$ cat src/rtl/pllctl_pkg.sv
package pllctl_pkg;

  localparam int MODE_W  = 22;
  localparam int B_OUT   = 0;
  localparam int B_BYP   = 1;
  localparam int B_RSTN  = 2;
  localparam int CNT_W   = 6;
  localparam int LCK_LO  = 8;
  localparam int BIAS_LO = LCK_LO + CNT_W;
  localparam int B_VEN   = BIAS_LO + CNT_W;
  localparam int B_VRST  = B_VEN + 1;
  localparam logic [MODE_W-1:0] MODE_RST = MODE_W'(1) << B_VRST;

  typedef enum logic [2:0] {
    ST_IDLE,
    ST_RESTART,
    ST_SETTLE,
    ST_LOCK,
    ST_VCNT,
    ST_VENA
  } seq_st_t;

  typedef struct packed {
    logic [MODE_W-1:0] set_m;
    logic [MODE_W-1:0] clr_m;
  } mode_op_t;

endpackage

$ cat src/rtl/pllctl_us_tick.sv
module pllctl_us_tick #(
  parameter int CLK_MHZ = 200
) (
  input  logic clk,
  input  logic rst_n,
  input  logic restart,
  output logic tick
);
  localparam int CW = $clog2(CLK_MHZ + 1);
  localparam logic [CW-1:0] LAST = CW'(CLK_MHZ - 1);

  logic [CW-1:0] cnt_q, cnt_d;

  assign tick = (cnt_q == LAST);

  always_comb begin
    cnt_d = cnt_q + CW'(1);
    if (restart || tick) cnt_d = '0;
  end

  always_ff @(posedge clk or negedge rst_n) begin
    if (!rst_n) cnt_q <= '0;
    else        cnt_q <= cnt_d;
  end

  generate
    if (CLK_MHZ > 1) begin : g_spacing
      p_tick_gap_r4: assert property (@(posedge clk) disable iff (!rst_n)
        tick |=> !tick);
    end
  endgenerate

endmodule

$ cat src/rtl/pllctl_seq_fsm.sv
module pllctl_seq_fsm
  import pllctl_pkg::*;
#(
  parameter int SETTLE_US    = 10,
  parameter int LOCK_TRIES   = 200,
  parameter int LOCK_CNT_STD = 8,
  parameter int LOCK_CNT_LP  = 0
) (
  input  logic     clk,
  input  logic     rst_n,
  input  logic     en_req,
  input  logic     dis_req,
  input  logic     prog_req,
  input  logic     vote_req,
  input  logic     vote_lp,
  input  logic     lock_i,
  input  logic     tick,
  input  logic [2:0] ctl_bits,
  input  logic     vote_on,
  input  logic     vote_rst,
  output mode_op_t op,
  output logic     div_ld,
  output logic     wr_ok,
  output logic     tick_restart,
  output logic     busy,
  output logic     done,
  output logic     timeout
);
  localparam int MAXC = (SETTLE_US > LOCK_TRIES) ? SETTLE_US : LOCK_TRIES;
  localparam int UW   = $clog2(MAXC + 1);
  localparam logic [UW-1:0] SET_LAST  = UW'(SETTLE_US - 1);
  localparam logic [UW-1:0] TRY_LAST  = UW'(LOCK_TRIES - 1);
  localparam logic [UW-1:0] TRY_LIMIT = UW'(LOCK_TRIES);

  seq_st_t       st_q, st_d;
  logic [UW-1:0] us_q, us_d;
  logic          lp_q, lp_d;
  logic          done_q, done_d;
  logic          to_q, to_d;
  logic          all_on;

  assign all_on = &ctl_bits;

  always_comb begin
    st_d         = st_q;
    us_d         = us_q;
    lp_d         = lp_q;
    done_d       = 1'b0;
    to_d         = 1'b0;
    op           = '0;
    div_ld       = 1'b0;
    wr_ok        = 1'b0;
    tick_restart = 1'b0;
    case (st_q)
      ST_IDLE: begin
        if (en_req) begin
          if (all_on || vote_on) begin
            done_d = 1'b1;
          end else begin
            op.set_m[B_BYP] = 1'b1;
            tick_restart    = 1'b1;
            us_d            = '0;
            st_d            = ST_SETTLE;
          end
        end else if (dis_req) begin
          done_d = 1'b1;
          if (!vote_on) op.clr_m[B_RSTN:B_OUT] = '1;
        end else if (prog_req) begin
          div_ld = 1'b1;
          if (all_on && !vote_on) begin
            op.clr_m[B_RSTN:B_OUT] = '1;
            st_d = ST_RESTART;
          end else begin
            done_d = 1'b1;
          end
        end else if (vote_req) begin
          op.clr_m[B_VRST] = 1'b1;
          lp_d = vote_lp;
          st_d = ST_VCNT;
        end else begin
          wr_ok = 1'b1;
        end
      end
      ST_RESTART: begin
        op.set_m[B_BYP] = 1'b1;
        tick_restart    = 1'b1;
        us_d            = '0;
        st_d            = ST_SETTLE;
      end
      ST_SETTLE: begin
        if (tick) begin
          if (us_q == SET_LAST) begin
            op.set_m[B_RSTN] = 1'b1;
            us_d = '0;
            st_d = ST_LOCK;
          end else begin
            us_d = us_q + UW'(1);
          end
        end
      end
      ST_LOCK: begin
        if (tick) begin
          if (lock_i) begin
            op.set_m[B_OUT] = 1'b1;
            done_d = 1'b1;
            st_d   = ST_IDLE;
          end else if (us_q == TRY_LAST) begin
            to_d = 1'b1;
            st_d = ST_IDLE;
          end else begin
            us_d = us_q + UW'(1);
          end
        end
      end
      ST_VCNT: begin
        op.clr_m[LCK_LO +: 2*CNT_W] = '1;
        op.set_m[BIAS_LO +: CNT_W]  = CNT_W'(1);
        op.set_m[LCK_LO +: CNT_W]   = lp_q ? CNT_W'(LOCK_CNT_LP) : CNT_W'(LOCK_CNT_STD);
        st_d = ST_VENA;
      end
      ST_VENA: begin
        op.set_m[B_VEN] = 1'b1;
        done_d = 1'b1;
        st_d   = ST_IDLE;
      end
      default: st_d = ST_IDLE;
    endcase
  end

  always_ff @(posedge clk or negedge rst_n) begin
    if (!rst_n) begin
      st_q   <= ST_IDLE;
      us_q   <= '0;
      lp_q   <= 1'b0;
      done_q <= 1'b0;
      to_q   <= 1'b0;
    end else begin
      st_q   <= st_d;
      us_q   <= us_d;
      lp_q   <= lp_d;
      done_q <= done_d;
      to_q   <= to_d;
    end
  end

  assign busy    = (st_q != ST_IDLE);
  assign done    = done_q;
  assign timeout = to_q;

  p_poll_bound_r5: assert property (@(posedge clk) disable iff (!rst_n)
    (st_q == ST_LOCK) |-> (us_q < TRY_LIMIT));
  p_timeout_from_lock_r5: assert property (@(posedge clk) disable iff (!rst_n)
    to_q |-> ($past(st_q) == ST_LOCK));
  p_pulse_excl_r4: assert property (@(posedge clk) disable iff (!rst_n)
    !(done_q && to_q));
  p_vote_order_r10: assert property (@(posedge clk) disable iff (!rst_n)
    (st_q == ST_VENA) |-> !vote_rst);

endmodule

$ cat src/rtl/pllctl_mode_reg.sv
module pllctl_mode_reg
  import pllctl_pkg::*;
#(
  parameter int DIV_W = 10
) (
  input  logic              clk,
  input  logic              rst_n,
  input  logic              wr_ok,
  input  logic              wr_en,
  input  logic [MODE_W-1:0] wr_data,
  input  mode_op_t          op,
  input  logic              div_ld,
  input  logic [DIV_W-1:0]  div_in,
  output logic [MODE_W-1:0] mode_q,
  output logic [DIV_W-1:0]  div_q
);
  logic              wr_hit;
  logic              mode_ce;
  logic [MODE_W-1:0] mode_d;

  assign wr_hit  = wr_ok && wr_en;
  assign mode_ce = wr_hit || (|op.set_m) || (|op.clr_m);

  always_comb begin
    if (wr_hit) mode_d = wr_data;
    else        mode_d = (mode_q & ~op.clr_m) | op.set_m;
  end

  always_ff @(posedge clk or negedge rst_n) begin
    if (!rst_n)       mode_q <= MODE_RST;
    else if (mode_ce) mode_q <= mode_d;
  end

  always_ff @(posedge clk or negedge rst_n) begin
    if (!rst_n)      div_q <= '0;
    else if (div_ld) div_q <= div_in;
  end

  p_rst_after_byp_r3: assert property (@(posedge clk) disable iff (!rst_n)
    ($rose(mode_q[B_RSTN]) && !$past(wr_hit)) |-> mode_q[B_BYP]);
  p_out_last_r3: assert property (@(posedge clk) disable iff (!rst_n)
    ($rose(mode_q[B_OUT]) && !$past(wr_hit)) |-> (mode_q[B_RSTN] && mode_q[B_BYP]));

endmodule

$ cat src/rtl/pllctl_seq.sv
module pllctl_seq
  import pllctl_pkg::*;
#(
  parameter int CLK_MHZ      = 200,
  parameter int SETTLE_US    = 10,
  parameter int LOCK_TRIES   = 200,
  parameter int DIV_W        = 10,
  parameter int LOCK_CNT_STD = 8,
  parameter int LOCK_CNT_LP  = 0
) (
  input  logic              clk,
  input  logic              rst_n,
  input  logic              wr_en,
  input  logic [MODE_W-1:0] wr_data,
  input  logic              en_req,
  input  logic              dis_req,
  input  logic              prog_req,
  input  logic [DIV_W-1:0]  prog_div,
  input  logic              vote_req,
  input  logic              vote_lp,
  input  logic              lock_i,
  output logic [MODE_W-1:0] mode_q,
  output logic [DIV_W-1:0]  div_q,
  output logic              busy,
  output logic              done,
  output logic              timeout
);
  mode_op_t op;
  logic     div_ld;
  logic     wr_ok;
  logic     tick_restart;
  logic     tick;

  pllctl_us_tick #(.CLK_MHZ(CLK_MHZ)) u_tick (
    .clk     (clk),
    .rst_n   (rst_n),
    .restart (tick_restart),
    .tick    (tick)
  );

  pllctl_seq_fsm #(
    .SETTLE_US    (SETTLE_US),
    .LOCK_TRIES   (LOCK_TRIES),
    .LOCK_CNT_STD (LOCK_CNT_STD),
    .LOCK_CNT_LP  (LOCK_CNT_LP)
  ) u_fsm (
    .clk          (clk),
    .rst_n        (rst_n),
    .en_req       (en_req),
    .dis_req      (dis_req),
    .prog_req     (prog_req),
    .vote_req     (vote_req),
    .vote_lp      (vote_lp),
    .lock_i       (lock_i),
    .tick         (tick),
    .ctl_bits     (mode_q[B_RSTN:B_OUT]),
    .vote_on      (mode_q[B_VEN]),
    .vote_rst     (mode_q[B_VRST]),
    .op           (op),
    .div_ld       (div_ld),
    .wr_ok        (wr_ok),
    .tick_restart (tick_restart),
    .busy         (busy),
    .done         (done),
    .timeout      (timeout)
  );

  pllctl_mode_reg #(.DIV_W(DIV_W)) u_reg (
    .clk     (clk),
    .rst_n   (rst_n),
    .wr_ok   (wr_ok),
    .wr_en   (wr_en),
    .wr_data (wr_data),
    .op      (op),
    .div_ld  (div_ld),
    .div_in  (prog_div),
    .mode_q  (mode_q),
    .div_q   (div_q)
  );

endmodule

$ cat config.mk
export PLATFORM = sky130hd
export DESIGN_NAME = pllctl_seq
export DESIGN_NICKNAME = d
export VERILOG_FILES = /design/src/rtl/pllctl_pkg.sv /design/src/rtl/pllctl_us_tick.sv /design/src/rtl/pllctl_seq_fsm.sv /design/src/rtl/pllctl_mode_reg.sv /design/src/rtl/pllctl_seq.sv
export SDC_FILE = /design/constraint.sdc
export NUM_CORES = 1
export LEC_CHECK = 0
export ABC_AREA = 0
export BUFFER_PORTS_ARGS = -buffer_cell sky130_fd_sc_hd__clkbuf_2
export CORE_ASPECT_RATIO = 1.75
export CORE_UTILIZATION = 25
export CTS_CLUSTER_DIAMETER = 50
export DETAILED_ROUTE_END_ITERATION = 16
export PLACE_DENSITY_LB_ADDON = 0.15
export SYNTH_ARGS = -nofsm -noshare
export SYNTH_HDL_FRONTEND = slang
export SYNTH_HIERARCHICAL = 1
export SYNTH_SLANG_ARGS = --single-unit
$ cat constraint.sdc
create_clock -name clk -period 3.2 [get_ports clk]
set_input_delay 0.16 -clock clk [delete_from_list [all_inputs] [get_ports clk]]
set_output_delay 0.16 -clock clk [all_outputs]
set_load 0.05 [all_outputs]
# == Word level (Yosys, flattened, before mapping) ==
# Cells that the tools add are included.
# classes
bitwise_logic,6
eq_ne,20
mux,65
n_reduce_logical,16
add_sub_neg,2
# op_table
op,n
two-way mux 8 bit,8
two-way mux 3 bit,17
two-way mux 1 bit,32
one-hot mux 8 bit (4 select lines),1
OR reduction 16 bit,2
bitwise AND 22 bit,1
two-way mux 22 bit,1
NOT 22 bit,1
OR 22 x 21 -> 22 bit,1
"adder 8 x 1 -> 8 bit, second input constant",2
"equality test 8 bit, second input constant",2
one-hot mux 3 bit (5 select lines),1
two-way mux 12 bit,1
"inequality test 2 bit, second input constant",6
"equality test 8 x 4 -> 1 bit, second input constant",1
AND reduction 8 bit,1
two-way mux 7 bit,1
AND reduction 7 bit,1
"equality test 3 x 2 -> 1 bit, second input constant",2
"equality test 3 bit, second input constant",2
"inequality test 3 bit, second input constant",2
AND reduction 5 bit,1
logical OR 1 bit,4
two-way mux 4 bit,1
other kinds (14),17
# word_totals
register_bits,54
output_inout_bits,35
elab_cells,117
input_bits,41

# == Logic depth before layout (Yosys ltp) ==
# logic_depth
depth_word,11
depth_mapped,9
depth_no_buf,8

# == Cells and area by module ==
# Netlist, hierarchy kept.
# modules_own_cells
module,seq_area_each_um2,cells_each,n_inst,area_each_um2
pllctl_mode_reg,802.0,138,1,1525.2
pllctl_seq_fsm,350.3,149,1,1248.7
pllctl_us_tick,200.2,40,1,410.4

# == Worst setup path before layout ==
# OpenSTA, ideal clock, no wires.
# synth_timing
path_type,reg2reg
from,reg u_tick.cnt_q[0]
to,reg u_fsm.us_q[2]
period_less_slack_ns,2.394
stages_incl_launch_ff,10
arrival_ns,2.321
required_time_ns,3.127
setup_time_ns,0.073
path_slack_ns,0.806
path_buffers,1
path_cell_list,dfrtp_1 -> ha_1 -> nand4b_1 -> nor4_1 -> a21bo_2 -> a21oi_1 -> nand3_1 -> clkbuf_1 -> or3_1 -> a21oi_2
# synth_between
elab_chain_len,3
elab_cells_between_ends,4
cone_classes,eq/ne (3); reduce/logical (1)
# synth_rtl
element,line,text
from (decl),pllctl_us_tick.sv:12,"logic [CW-1:0] cnt_q, cnt_d;"
from (signal assigned),pllctl_us_tick.sv:23,else cnt_q <= cnt_d;
equality test 8 bit (*),pllctl_us_tick.sv:14,assign tick = (cnt_q == LAST);
named net tick,pllctl_seq.sv:32,logic tick;
inequality test 2 bit (no source line),-,
AND reduction 7 bit (no source line) (*),-,
to (signal assigned),pllctl_seq_fsm.sv:139,us_q <= us_d;
to (decl),pllctl_seq_fsm.sv:36,"logic [UW-1:0] us_q, us_d;"
# The timed path passes the listed nets; every way through them passes the cells marked *.
# A chain may end at the register's enable or synchronous reset.

# == Final worst setup path ==
# layout_timing
from,reg u_tick.cnt_q[0]
to,reg u_fsm.us_q[7]
# Same word-level chain as after synthesis.

==> run metrics <==
diode count 0; GP Congestion 0.721; number of gates resized after cts 0; placed cell count 543; setup bufs post-CTS 0; Max H-tree Level 2; first-pass GRT wire length 12500 um; VDD IR-drop max 0.312 mV; Post-synth EDFFs 0; CTS buffer count 5; commonest non-fill, non-tap cell in the layout clkbuf_2; worst-path fanout max 12; number of nets in the layout 428; Starting Density 25.6%; Worst R2R Start u_tick/cnt_q[0]; Seq cells post-synth 54; I/O pin count 76; CTS tree built; dominant cells by area after synthesis dfrtp_1, buf_4, and3b_1; Worst Reg-to-Reg Cells 9; top-area cell type share of the netlist area 41.7%; root buffer cell clkbuf_16; clk buf depth 2; Remaining Overflow, GRT 0; commonest cells after routing, fill and taps aside clkbuf_2, dfrtp_1, inv_1; net switching power 1.30 mW; Vias/cell 4.35; Rel. slew slack 61.8%; clock slew seen by the registers of the worst setup and hold paths 70 ps; leak pwr 1.72 nW; initial antenna violation count 0; Final Max Tran Viols 0; clk sink count 54; Power, Total 2.88 mW; CP startpoint kind flip-flop; Async SR Flop Fraction 100%; final cycle utilization of the critical path 86.8%; Crit path arrival time 3010 ps; status finished, final reports clean; Clock Power Share 20.4%; Synth Warn # 6; Chip Height 151 um; Critical Path, Cell by Cell ha_1 -> nand4b_1 -> nor4_1 -> buf_4 -> a21bo_2 -> a21oi_1 -> nand3_1 -> or4_1 -> a21oi_2; critical path endpoint u_fsm/us_q[7]; # DRC 0; hpwl dp 5640 um; drt total wl 7500 um; R2R Setup Slk 420 ps; All-Layer GR Usage 12.3%; Cell variety after synth 48; Tmin final 2780 ps; critical path class reg -> reg; Switching Fraction 45.3%; 1st-iter DRT viols 82; Hold Path Cell Cnt 2; Post-synth top flop dfrtp_1; Die ar. 0.0132 sq mm; via count 2399; unrepaired setup endpoints after global routing false; Gate power share 43.3%; Max Cap Viol 0; class of the worst hold path in -> reg; Flop pwr share 36.2%; area leader, netlist dfrtp_1; core area 0.0124 sq mm; slowest stage delay, CP 520 ps; DR pass1 iterations 4; Port Buffer Count 75; share of cells above drive strength 1 29.4%; TNS Setup 0 ps; non-filler cells, final 552; Cells after Synth 327; design internal power 1.57 mW; Syn Std Cell Area 0.00318 sq mm; final hold violation count 0; vias in the first global route 2432; worst slew pin tran 571 ps; Max Clock Skew 6.29 ps; WP data required 3430 ps; Layout area overhead 15.9%; syn avg cell area 9.74 sq um; fmax 0.360 GHz; reg2reg end u_fsm/us_q[7]; WL per Instance 13.6 um; Power Density 780 mW/mm^2; final setup violation count 0; latest clock arrival within the worst-skew pair 300 ps; CTS Hold Buffers Added 1; slowest CP cell or4_1; Die Width 87.3 um; Final ANT Viol Nets 0; largest net degree at the start of global routing 34; Setup crit end kind flip-flop; row cnt 54; register area share after synthesis 42.5%; CP Launch Point u_tick/cnt_q[0]
-- through the flow --
stage | area [sq um] | setup slack (ps) | hold WS [ps] | util [%]
floorplan | 3260 | 806 | -136 | -
global placement | 3520 | 416 | 201 | 28.3
detailed placement | 3520 | 413 | 191 | 28.3
CTS | 3690 | 382 | 73.8 | 29.7
global route | 3690 | 107 | 93.2 | 29.7
finish | 3690 | 422 | 83.5 | 29.7
-- critical path, delay by kind of cell, from the launching register on --
| family | cells | cell delay (ps) |
|---|---|---|
| AOI/OAI and AO/OA | 3 | 610 |
| buffers and inverters | 1 | 180 |
| and+or+nand+nor | 4 | 1290 |
| DFF | 1 | 440 |
| adders and majority gates | 1 | 200 |
-- synth_stat cells (2+ instances only) --
cell and count:
a211oi_1 2, a21o_1 4, a21oi_1 5, a21oi_2 5, a31oi_1 23, and3b_1 23, buf_2 6, buf_4 37
buf_6 4, clkbuf_1 5, dfrtp_1 53, ha_1 4, inv_1 31, mux2_2 11, nand2_1 8, nand2b_1 23
nand3_1 9, nand4_1 5, nor2_1 13, nor2b_1 2, nor3_1 4, nor4_1 4, nor4b_1 2, o21ai_0 9
o31ai_1 2, or3_1 8, xor2_1 4
-- worst min-delay path by stage --
stage | endpoint | from
after CTS | u_fsm/timeout | lock_i
final | u_fsm/timeout | lock_i
after global routing | u_reg/div_q[1] | prog_div[1]
after detailed placement | u_fsm/us_q[2] | rst_n
after global placement | u_fsm/us_q[2] | rst_n
after floorplan | u_fsm/done | rst_n
-- power groups by stage --
stage / sequential (mW) / clock [mW] / combinational (mW)
after floorplan: 1.43 / 0 / 0.645
after global placement: 1.05 / 0 / 1.26
after detailed placement: 1.06 / 0 / 1.27
after CTS: 1.05 / 0.619 / 1.27
after global routing: 1.08 / 0.643 / 1.36
final: 1.04 / 0.588 / 1.25
-- layout make-up --
cell class,instances,area (sq um)
clock buffer,7,153
multi-input combinational,211,1430
clock inverter,1,8.76
inverter,31,116
tap,168,210
fill,1363,8740
timing repair buffer,80,415
sequential,54,1350
-- flip-flops by register name (all words and copies together), names as in the netlist --
signal / count
u_fsm/us_q: 8
u_tick/cnt_q: 8
u_reg/mode_q: 22
u_fsm/st_q: 3
u_fsm/done: 1
u_fsm/lp_q: 1
u_fsm/timeout: 1
u_reg/div_q: 10
-- metal layers --
metal / track usage (%) / share of wire, %
met3: 2.29 / 3.3
met1: 14.5 / 42
met2: 21.8 / 53
met4: 4.67 / 1.6
met5: 0 / 0
-- kinds of logic after synthesis --
| kind of cell | count (synthesis) | synth area share [%] |
|---|---|---|
| compound gates | 57 | 12.7 |
| xor+xnor | 5 | 1.38 |
| fa+ha+maj | 4 | 1.57 |
| buf+inv | 83 | 15.3 |
| flops | 54 | 42.5 |
| mux | 11 | 3.89 |
| other cells | 1 | 0.118 |
| simple gates | 112 | 22.6 |
Note: power is estimated with default switching activity, not from simulation.
